<file path="config.mk">
export PLATFORM = sky130hd
export DESIGN_NAME = irq_status_ctrl
export DESIGN_NICKNAME = d
export VERILOG_FILES = /design/src/rtl/irq_pkg.sv /design/src/rtl/irq_status_bank.sv /design/src/rtl/irq_line_gen.sv /design/src/rtl/irq_status_ctrl.sv
export SDC_FILE = /design/constraint.sdc
export NUM_CORES = 1
export LEC_CHECK = 0
export BUFFER_PORTS_ARGS = -buffer_cell sky130_fd_sc_hd__buf_2
export CAP_MARGIN = 20
export CORE_MARGIN = 4
export CORE_UTILIZATION = 34
export CTS_CLUSTER_SIZE = 20
export DETAILED_ROUTE_END_ITERATION = 16
export PLACE_DENSITY = 0.72
export SYNTH_ARGS = -nofsm -noshare
export SYNTH_HDL_FRONTEND = slang
export SYNTH_SLANG_ARGS = --single-unit
</file>
<file path="constraint.sdc">
create_clock -name clk -period 1.4 [get_ports clk]
set_input_delay 0.28 -clock clk [delete_from_list [all_inputs] [get_ports clk]]
set_output_delay 0.28 -clock clk [all_outputs]
set_load 0.1 [all_outputs]
</file>
<file path="src/rtl/irq_pkg.sv">
package irq_pkg;
    localparam int STAT_W   = 8;
    localparam int LINE_W   = 7;
    localparam int B_RX_OK  = 0;
    localparam int B_TX_OK  = 1;
    localparam int B_RX_ERR = 2;
    localparam int B_TX_ERR = 3;
    localparam int B_OVRUN  = 4;
    localparam int B_RSVD   = 5;
    localparam int B_XFER   = 6;
    localparam int B_STOP   = 7;

    localparam logic [STAT_W-1:0] LINE_MASK = STAT_W'((1 << LINE_W) - 1);
    localparam logic [STAT_W-1:0] SETTABLE  = ~(STAT_W'(1) << B_RSVD);
    localparam logic [STAT_W-1:0] CLEARABLE = LINE_MASK & SETTABLE;
    localparam logic [STAT_W-1:0] RST_VAL   = STAT_W'(1) << B_STOP;

    typedef struct packed {
        logic [STAT_W-1:0] bits;
    } bank_t;

    typedef struct packed {
        logic [STAT_W-1:0] mask;
        logic              irq;
    } line_t;
endpackage

</file>
<file path="src/rtl/irq_status_bank.sv">
module irq_status_bank #(
    parameter int                W        = irq_pkg::STAT_W,
    parameter logic [W-1:0]      SET_OK   = irq_pkg::SETTABLE,
    parameter logic [W-1:0]      CLR_OK   = irq_pkg::CLEARABLE,
    parameter logic [W-1:0]      RST_VAL  = irq_pkg::RST_VAL,
    parameter int                STOP_BIT = irq_pkg::B_STOP
) (
    input  logic         clk,
    input  logic         rst_n,
    input  logic [W-1:0] set_pulse,
    input  logic         start_cmd,
    input  logic         wr_en,
    input  logic [W-1:0] wdata,
    output logic [W-1:0] status_d,
    output logic [W-1:0] status_q
);
    irq_pkg::bank_t st_d, st_q;
    logic [W-1:0]   nxt;

    // Per-bit next value: set dominates clear; reserved bits stay low.
    for (genvar i = 0; i < W; i++) begin : g_bit
        logic clr;
        if (i == STOP_BIT) begin : g_stop
            assign clr = start_cmd;
        end else begin : g_norm
            assign clr = wr_en & wdata[i] & CLR_OK[i];
        end
        if (SET_OK[i]) begin : g_live
            assign nxt[i] = set_pulse[i] | (st_q.bits[i] & ~clr);
        end else begin : g_dead
            assign nxt[i] = 1'b0;
        end
    end

    always_comb begin
        st_d      = st_q;
        st_d.bits = nxt;
    end

    always_ff @(posedge clk) begin
        if (!rst_n) st_q.bits <= RST_VAL;
        else        st_q      <= st_d;
    end

    assign status_d = st_d.bits;
    assign status_q = st_q.bits;

    assert_set_lands_R2: assert property (@(posedge clk) disable iff (!rst_n)
        1'b1 |=> ((status_q & $past(set_pulse & SET_OK)) == $past(set_pulse & SET_OK)));

    assert_w1c_clears_R3: assert property (@(posedge clk) disable iff (!rst_n)
        wr_en |=> ((status_q & $past(wdata & CLR_OK & ~set_pulse)) == '0));

    assert_stop_sticky_R4: assert property (@(posedge clk) disable iff (!rst_n)
        (status_q[STOP_BIT] && !start_cmd) |=> status_q[STOP_BIT]);

    assert_start_clears_R4: assert property (@(posedge clk) disable iff (!rst_n)
        (start_cmd && !set_pulse[STOP_BIT]) |=> !status_q[STOP_BIT]);
endmodule

</file>
<file path="src/rtl/irq_line_gen.sv">
module irq_line_gen #(
    parameter int           W        = irq_pkg::STAT_W,
    parameter logic [W-1:0] LINE_SEL = irq_pkg::LINE_MASK
) (
    input  logic         clk,
    input  logic         rst_n,
    input  logic         mask_wr,
    input  logic [W-1:0] mask_wdata,
    input  logic [W-1:0] status_d,
    input  logic [W-1:0] status_q,
    input  logic [W-1:0] ext_bits,
    output logic         irq_q
);
    irq_pkg::line_t ln_d, ln_q;

    // Line is decided from next-state status and mask so it moves with them.
    always_comb begin
        ln_d      = ln_q;
        if (mask_wr) ln_d.mask = mask_wdata;
        ln_d.irq  = |((status_d | ext_bits) & ln_d.mask & LINE_SEL);
    end

    always_ff @(posedge clk) begin
        if (!rst_n) begin
            ln_q.mask <= '0;
            ln_q.irq  <= 1'b0;
        end else begin
            ln_q <= ln_d;
        end
    end

    assign irq_q = ln_q.irq;

    assert_line_tracks_R7: assert property (@(posedge clk) disable iff (!rst_n)
        1'b1 |=> (irq_q == |((status_q | $past(ext_bits)) & ln_q.mask & LINE_SEL)));
endmodule

</file>
<file path="src/rtl/irq_status_ctrl.sv">
module irq_status_ctrl #(
    parameter int W = irq_pkg::STAT_W
) (
    input  logic         clk,
    input  logic         rst_n,
    input  logic [W-1:0] set_pulse,
    input  logic         start_cmd,
    input  logic [W-1:0] ext_tx_evt,
    input  logic [W-1:0] ext_rx_evt,
    input  logic         stat_wr,
    input  logic [W-1:0] stat_wdata,
    output logic [W-1:0] stat_rdata,
    input  logic         mask_wr,
    input  logic [W-1:0] mask_wdata,
    output logic         irq_o
);
    logic [W-1:0] status_d, status_q, ext_bits;

    assign ext_bits = ext_tx_evt | ext_rx_evt;

    irq_status_bank #(.W(W)) i_bank (
        .clk      (clk),
        .rst_n    (rst_n),
        .set_pulse(set_pulse),
        .start_cmd(start_cmd),
        .wr_en    (stat_wr),
        .wdata    (stat_wdata),
        .status_d (status_d),
        .status_q (status_q)
    );

    irq_line_gen #(.W(W)) i_line (
        .clk       (clk),
        .rst_n     (rst_n),
        .mask_wr   (mask_wr),
        .mask_wdata(mask_wdata),
        .status_d  (status_d),
        .status_q  (status_q),
        .ext_bits  (ext_bits),
        .irq_q     (irq_o)
    );

    assign stat_rdata = status_q | ext_bits;

    assert_stop_no_irq_R8: assert property (@(posedge clk) disable iff (!rst_n)
        ((status_q | ext_bits) & irq_pkg::LINE_MASK) == '0 |=> !irq_o || $past(mask_wr) || $past(set_pulse != '0) || $past(ext_bits != '0));
endmodule

</file>
==> reports/qor.yml, run 1 <==
outcome: "finished with violations"
failed_checks: "negative setup slack"
power_density_nw_per_um2: 892.4
synth_top_cell_area_share: 0.4461
grt_max_degree: 16
h-tree-depth: 1
final-max-slew-violation-count: 0
synthMostInstantiatedCell: "dfxtp_1"
track_usage: 0.1431
dp.cells: 145
leakage_uw: 0.0005265
worst_pin_slew_ns: 0.4870
critPathLaunchType: "register"
cts.sinks: 15
post-cts-setup-buffers: 0
syn_to_final_growth_pct: 72.12
dpl_worst_slack_ns: -0.3761
critPathBufInv: 1
place_area_um2: 970.9
crit_chain: "or3_4, buf_12"
period_needed_ns: 1.416
critPathSlowestCell: "dfxtp_2"
dieArea_um2: 2756
min_path_type: "in2reg"
dp_hpwl_um: 1458
r2r_cells: 3
synth.distinct_cells: 16
design_area_um2: 1159
r2r_slack_ns: 0.07
die_h_um: 52.50
post_layout_nonfiller_instances: 149
peakVddDrop_v: 0.0004625
crit_type: "reg2out"
drt-wirelength-per-cell_um: 12.47
cp_data_arrival_time_ns: 1.14
end_kind: "primary output"
cts_root_buf: "clkbuf_4"
hp-start: "set_pulse[7]"
synthCells: 71
rows: 15
cts_tree: "yes"
yosys_warnings: 0
worstPathRequired_ns: 1.12
slowest_delay_ns: 0.34
numCtsBuffers: 3
antenna_cells: 0
vias: 721
dr.first_iter.drc_count: 0
crit_fanout: 3
r2r-end: "i_line.irq_q"
synth-async-reset-ratio: 0
viasPerCell: 4.839
worst_slack_ns: -0.01612
hold_buffers: 0
synth.avg_cell_area_um2: 9.481
rr_startpoint: "i_bank.status_q[3]"
antenna_found_initial: 0
core_area_um2: 1802
die_w_um: 52.50
pin_count: 54
grt_pass1_vias: 706
setup_violations: 4
crit_family: "flip-flops"
finalHoldViolations: 0
ant_nets: 0
fin_crit_sh: 1.012
yosysSeqAreaShare: 0.4461
finClkSkew_ns: 0.001918
clk_pin_slew_ns: 0.08
hold-path-endpoint: "i_bank.status_q[7]"
synth_edf_count: 0
synthTopCellsByArea: "dfxtp_1 (45%), nor2b_1 (12%), mux2i_1 (10%)"
syn_area_um2: 673.1
finalWirelength_um: 1858
hold_path_depth: 2
maxCapViolCount: 0
portBuffers: 49
yosysTopAreaCell: "dfxtp_1"
grt_overflow: 0
drive_gt1_frac: 0.5806
fmax_ghz: 0.7062
relSlewSlack: 0.6776
grt_pass1_wl_um: 2904
drcViolationCount: 0
synth_fp_nets: 116
worstSkewPairLatency_ns: 0.27
post-route-util: 0.6431
first_pass_iters: 1
ys_seq_elements: 15
fin_nets: 170
start_util: 0.3736
rsz0062_at_grt: "yes"
synth_ff_type: "dfxtp_1"
ys_top_cells_by_count: "dfxtp_1 (15), nor2b_1 (13), a21oi_1 (7), mux2i_1 (7), or3_1 (7)"
clk_path_buf_depth: 2
gp_congestion: 0.6419
==> routing by layer <==
layer | global-route usage | wire (µm) | up-vias
li1 | - | - | 366
met1 | 0.1589 | 765 | 319
met2 | 0.2583 | 929 | 34
met3 | 0.03704 | 157 | 2
met4 | 0.05106 | 6 | 0
met5 | 0 | 0 | -
==> kinds of logic (layout without fill, tap and decap cells) <==
| group | after synthesis | count (layout) | synth area share |
|---|---|---|---|
| flip-flops | 15 | 15 | 0.4461 |
| buffers and inverters | 3 | 56 | 0.01857 |
| AO/OA/AOI/OAI | 16 | 16 | 0.1803 |
| AND/OR/NAND/NOR | 30 | 30 | 0.2509 |
| multiplexers | 7 | 7 | 0.1041 |
==> worst max path at each step <==
stage                     to          startpoint  cells past startpoint
3_5_place_dp    i_line.irq_q             stat_wr                      5
2_1_floorplan   i_line.irq_q             mask_wr                      4
5_1_grt        stat_rdata[1]  i_bank.status_q[1]                      2
4_1_cts        stat_rdata[2]  i_bank.status_q[2]                      2
6_report       stat_rdata[1]  i_bank.status_q[1]                      2
3_3_place_gp    i_line.irq_q             stat_wr                      5
==> placed cells by master, fill, tap and decap left out, types with 2 or more instances in the layout <==
cell / count
a2111oi_2: 4
clkbuf_4: 3
buf_12: 8
nor2_1: 2
mux2i_1: 7
nand2_1: 6
nor2b_1: 13
a21oi_1: 7
o22ai_1: 3
dfxtp_2: 7
buf_2: 41
dfxtp_1: 8
buf_4: 2
or3_4: 7
==> state kept, by name, summed over array words and instances, names as in the netlist <==
signal / flops
i_line.ln_q: 7
i_bank.status_q: 7
i_line.irq_q: 1
==> power by group <==
part	switching [µW]	internal (µW)	total, µW
logic	183	139	322
clock network	130	110	240
registers	14.3	457	472
total	327	706	1030
==> repair_timing <==
| item | CTS | global route |
|---|---|---|
| setup endpoints to repair | 8 | 8 |
| resized for setup | 34 | 12 |
| gates cloned | 0 | 0 |
| hold endpoints to repair | 0 | 0 |
==> stage by stage <==
step | setup TNS [ns] | total power [µW] | hold slack (ns)
finish | -0.04145 | 1034 | 0.1892
global route | -0.3057 | 1090 | 0.1776
CTS | -0.07689 | 1028 | 0.1763
detailed placement | -0.3761 | 748.6 | 0.4599
global placement | -0.2755 | 741.8 | 0.4544
floorplan | 0 | 650.1 | 0.3859
==> cell type report <==
type                            count  area [µm²]
Inverter                            1       3.754
Fill cell                         169       643.1
Multi-Input combinational cell     53       407.9
Clock buffer                        4       26.28
Tap cell                           25       31.28
Timing Repair Buffer               51       380.4
Sequential cell                    15       309.0
Power figures use the tool's default switching activity.
==> run 2: changes to the inputs <==
REMOVE_ABC_BUFFERS = 1   (was unset)
==> run 2 against run 1 <==
The flow still finishes with violations (negative setup slack). Clock skew up 0.0040 ns. Combinational power is 1% higher. Maximum frequency down 0.27%. Critical endpoint is now stat_rdata[2]. Critical path type unchanged. Die area stayed put. Critical path depth did not move. Register-to-register slack is essentially flat. Hold slack lost 0.0078 ns. Clock-buffer cell count down 1. Core utilization fell by 0.21 points. Non-clock buffer count grew 1. Largest power group unchanged.
==> reports/qor.yml, run 2 (synthesis results as in run 1) <==
crit_fanout: 3  # unchanged
post-route-util: 0.6410  # -0.002084
h-tree-depth: 1  # unchanged
r2r-end: "i_line.irq_q"
tns_ns: -0.05043  # -0.008973 ns
hp-start: "set_pulse[7]"
critPathSlowestCell: "dfxtp_2"
layout_common_cells: "buf_2 (41), nor2b_1 (13), dfxtp_1 (9)"
grt_max_degree: 16  # unchanged
drt-wirelength-per-cell_um: 13.01  # +4.4%
dp.cells: 145  # unchanged
antenna_found_initial: 0  # unchanged
crit_family: "flip-flops"
die_w_um: 52.50  # unchanged
peakVddDrop_v: 0.0004343  # -6.1%
dr.first_iter.drc_count: 7  # +7
fin_crit_sh: 1.014  # +0.002781
finalWirelength_um: 1952  # +5.1%
r2r_cells: 3  # unchanged
post_layout_nonfiller_instances: 150  # +0.67%
antenna_cells: 0  # unchanged
gp_congestion: 0.7190  # +12%
rows: 15  # unchanged
critPathLaunchType: "register"
slowest_delay_ns: 0.34  # about the same
use_met1: 0.1690  # +0.01007
clk_path_buf_depth: 2  # unchanged
worstSkewPairLatency_ns: 0.28  # about the same
nFillCells: 154  # -8.9%
dieArea_um2: 2756  # unchanged
rsz0062_at_grt: "yes"
clk_pin_slew_ns: 0.09  # about the same
maxCapViolCount: 0  # unchanged
setup_violations: 6  # +2
failed_checks: "negative setup slack"
drcViolationCount: 0  # unchanged
pin_count: 54  # unchanged
viasPerCell: 4.733  # -2.2%
hold_buffers: 0  # unchanged
top_usage_layer: "met2"
track_usage: 0.1407  # -0.002449
crit_chain: "or3_4, buf_12"
rr_startpoint: "i_bank.status_q[1]"
leakage_uw: 0.0005337  # +1.4%
power_density_nw_per_um2: 899.6  # +0.81%
startpoint: "i_bank.status_q[2]"
start_util: 0.3736  # unchanged
critPathBufInv: 1  # unchanged
dpl_worst_slack_ns: -0.2253  # +0.1508 ns
fmax_ghz: 0.7042  # -0.27%
outcome: "finished with violations"
r2r_slack_ns: 0.06  # about the same
final_common_cell: "buf_2"
met2_usage: 0.2500  # -0.008264
crit_type: "reg2out"
core_area_um2: 1802  # unchanged
portBuffers: 49  # unchanged
hold_path_depth: 2  # unchanged
cp.depth: 2  # unchanged
worst_slack_ns: -0.02002  # -0.003893 ns
grt_overflow: 0  # unchanged
hold-path-endpoint: "i_bank.status_q[7]"
first_pass_iters: 3  # +2
numCtsBuffers: 3  # unchanged
finalHoldViolations: 0  # unchanged
met3_usage: 0.01994  # -0.01709
worstPathRequired_ns: 1.12  # about the same
worst_pin_slew_ns: 0.4878  # +0.0007647 ns
cp_data_arrival_time_ns: 1.14  # about the same
final-max-slew-violation-count: 0  # unchanged
cts.sinks: 15  # unchanged
drive_gt1_frac: 0.5680  # -0.01265
ant_nets: 0  # unchanged
finClkSkew_ns: 0.005940  # +0.004022 ns
cts_tree: "yes"
period_needed_ns: 1.420  # +0.003893 ns
grt_pass1_vias: 708  # +0.28%
fin_nets: 171  # +0.59%
min_path_type: "in2reg"
relSlewSlack: 0.6771  # about the same
vias: 710  # -1.5%
end_kind: "primary output"
grt_pass1_wl_um: 2918  # +0.48%
syn_to_final_growth_pct: 71.56
die_h_um: 52.50  # unchanged
cts_root_buf: "clkbuf_4"
==> run 2: final cells by class <==
cell class / count / area, µm² / area share
Timing Repair Buffer: 52 / 387.9 / 0.3359
Inverter: 1 / 3.754 / 0.003250
Sequential cell: 15 / 307.8 / 0.2665
Clock inverter: 1 / 5.005 / 0.004334
Clock buffer: 3 / 22.52 / 0.01950
Tap cell: 25 / 31.28 / 0.02709
Multi-Input combinational cell: 53 / 396.6 / 0.3434
==> run 2: worst reg2reg max path: stages, from the launching register on <==
cell       delay, ns
dfxtp_2         0.34
a2111oi_1       0.37
o22ai_1         0.15
o41a_1          0.38
==> run 2: how the worst max path moves through the flow <==
stage / end / slack (ns)
finish: stat_rdata[2] / -0.02
detailed placement: i_line.irq_q / -0.23
global route: stat_rdata[3] / -0.06
CTS: stat_rdata[2] / -0.02
global placement: i_line.irq_q / -0.22
floorplan: i_line.irq_q / 0.08
==> run 2: through the flow <==
step	cell area (µm²)	power (µW)	hold WS, ns
final	1155	1039	0.1814
after CTS	1086	1023	0.1774
after detailed placement	970.9	749.9	0.4564
after global routing	1155	1100	0.1981
after floorplan	664.4	643.2	0.3631
after global placement	970.9	743.1	0.4517
==> run 2: repair_timing <==
action / in CTS / in global routing
endpoints found under the setup margin: 7 / 8
setup buffers: 0 / 1
gates resized for setup: 25 / 17
==> run 2: report_power, final <==
part           total (µW)  switching, µW  internal, µW
logic                 326            185           141
registers             470           13.3           457
clock network         243            137           106
==> run 2: per-layer routing <==
metal / wire, µm / vias to the layer above
met5: 0 / -
met4: 17 / 0
met3: 113 / 2
met2: 1046 / 22
met1: 775 / 319
li1: - / 367
==> run 3: changes to the inputs <==
CORE_UTILIZATION = 36   (was 34)
SYNTH_HIERARCHICAL = 1   (was unset)
==> run 3 against run 2 <==
The run still ends with negative setup slack left. Hold slack better by 0.0032 ns. Global-route usage up 0.65 points. Largest power group unchanged. Clock power up 2%. Die area up 7.8%. Clock-buffer cell count unchanged. Highest routed layer unchanged. Via count up 14%. Core utilization down 0.97 points.
==> reports/qor.yml, run 3 <==
synthCells: 87  # +23%
grt_overflow: 0  # unchanged
failed_checks: "negative setup slack"
yosys_warnings: 6  # +6
final_common_cell: "buf_2"
drive_gt1_frac: 0.5172  # -0.05076
outcome: "finished with violations"
die_w_um: 54.50  # +3.8%
pin_count: 54  # unchanged
setup_violations: 5  # -1
cp_data_arrival_time_ns: 1.13  # about the same
finClkSkew_ns: 0.003811  # -0.002129 ns
core_area_um2: 2002  # +11%
endpoint: "stat_rdata[6]"
vias: 810  # +14%
hold_buffers: 0  # unchanged
critPathSlowestCell: "or3_4"
period_needed_ns: 1.411  # -0.008751 ns
grt_max_degree: 16  # unchanged
clk_pin_slew_ns: 0.09  # about the same
layout_common_cells: "buf_2 (42), nor2_1 (8), dfxtp_1 (8)"
numCtsBuffers: 3  # unchanged
leakage_uw: 0.0006538  # +22%
end_kind: "primary output"
syn_to_final_growth_pct: 62.38
dieArea_um2: 2970  # +7.8%
crit_fanout: 2  # -1
worstSkewPairLatency_ns: 0.28  # about the same
r2r-end: "i_line/irq_q"
track_usage: 0.1471  # +0.006480
grt_pass1_vias: 779  # +10%
viasPerCell: 4.709  # -0.51%
r2r_slack_ns: 0.09  # +0.03 ns
critPathLaunchType: "register"
met2_usage: 0.2570  # +0.006972
fmax_ghz: 0.7086  # +0.62%
antenna_found_initial: 0  # unchanged
cts.sinks: 15  # unchanged
h-tree-depth: 1  # unchanged
drt-wirelength-per-cell_um: 11.72  # -10%
die_h_um: 54.50  # +3.8%
crit_type: "reg2out"
slowest_delay_ns: 0.34  # about the same
ant_nets: 0  # unchanged
power_density_nw_per_um2: 853.5  # -5.1%
first_pass_iters: 2  # -1
start_util: 0.3887  # +0.01514
peakVddDrop_v: 0.0005509  # +27%
crit_chain: "or3_4, buf_12"
worst_slack_ns: -0.01127  # +0.008751 ns
fin_nets: 191  # +12%
rr_startpoint: "i_bank/status_q[1]"
top_usage_layer: "met2"
rows: 16  # +1
dr.first_iter.drc_count: 5  # -2
use_met1: 0.1642  # -0.004762
rsz0062_at_grt: "yes"
portBuffers: 49  # unchanged
cts_root_buf: "clkbuf_4"
tns_ns: -0.03623  # +0.01419 ns
cts_tree: "yes"
gp_congestion: 0.6199  # -14%
dp.cells: 162  # +12%
worstPathRequired_ns: 1.12  # about the same
finalHoldViolations: 0  # unchanged
startpoint: "i_bank/status_q[6]"
post_layout_nonfiller_instances: 172  # +15%
r2r_cells: 5  # +2
met3_usage: 0.03542  # +0.01548
drcViolationCount: 0  # unchanged
maxCapViolCount: 0  # unchanged
finalWirelength_um: 2015  # +3.2%
synth.avg_cell_area_um2: 8.945  # -5.6%
fin_crit_sh: 1.008  # -0.006251
clk_path_buf_depth: 2  # unchanged
min_path_type: "in2reg"
final-max-slew-violation-count: 0  # unchanged
syn_area_um2: 778.2  # +16%
antenna_cells: 0  # unchanged
grt_pass1_wl_um: 3077  # +5.4%
==> run 3: cell count changes in the layout (fill, tap and decap cells not counted), moves of 3 or more <==
cell     change
nor2_1       +6
nor2b_1     -10
o21ba_1      +6
or2_1        +7
a21oi_1      -7
o21ai_1      +6
buf_4        +4
a21o_1       +6
and2b_1      +3
==> run 3: critical path: cells and delay by family (launching register included) <==
kind | cells | cell delay (ns)
flops | 1 | 0.33
buf+inv | 1 | 0.17
simple gates | 1 | 0.34
==> run 3: cell type report <==
type	instances	area, µm²
flip-flops and latches	15	309.0
inverters	2	7.507
fillers	181	738.2
clock inverters	1	5.005
well taps	27	33.78
clock buffers	3	22.52
repair buffers	56	402.9
multi-input cells	68	483.0
==> run 3: power by group <==
part	switching (µW)	internal, µW	total [µW]	leakage [µW]
logic	194	166	360	0.000510
registers	11.2	458	469	0.000126
clock network	143	106	249	0.0000177
total	348	731	1080	0.000654
==> run 3: timing repair <==
item                       4_1_cts  5_1_grt
buffers inserted                 6        0
hold endpoints to repair         0        0
setup endpoints to repair        7        7
pin swaps                        0        0
cloned                           0        0
resized for setup               38        4
==> run 3: how the worst min path moves through the flow <==
stage	start	end	slack, ns	cells after the start
final	set_pulse[7]	i_bank/status_q[7]	0.18	2
after global routing	set_pulse[7]	i_bank/status_q[7]	0.17	2
after CTS	set_pulse[7]	i_bank/status_q[7]	0.17	2
after detailed placement	i_bank/status_q[7]	i_bank/status_q[7]	0.47	1
after global placement	i_bank/status_q[7]	i_bank/status_q[7]	0.43	1
after floorplan	set_pulse[7]	i_bank/status_q[7]	0.38	1
==> run 3: metal layers <==
layer | up-vias | share of wire
met2 | 30 | 0.49
li1 | 422 | -
met1 | 356 | 0.41
met3 | 2 | 0.092
met4 | 0 | 0.0094
met5 | - | 0
==> run 3: metrics by stage <==
step	hold slack (ns)	utilization	instance area, µm²	setup slack (ns)	power [µW]
after floorplan	0.3786	-	755.7	0.07838	666.6
after global placement	0.4335	0.5206	1042	-0.009888	759.0
after detailed placement	0.4676	0.5206	1042	-0.03198	767.3
after CTS	0.1738	0.6238	1249	-0.01951	1088
after global routing	0.1712	0.6313	1264	-0.05759	1138
final	0.1846	0.6313	1264	-0.01127	1079
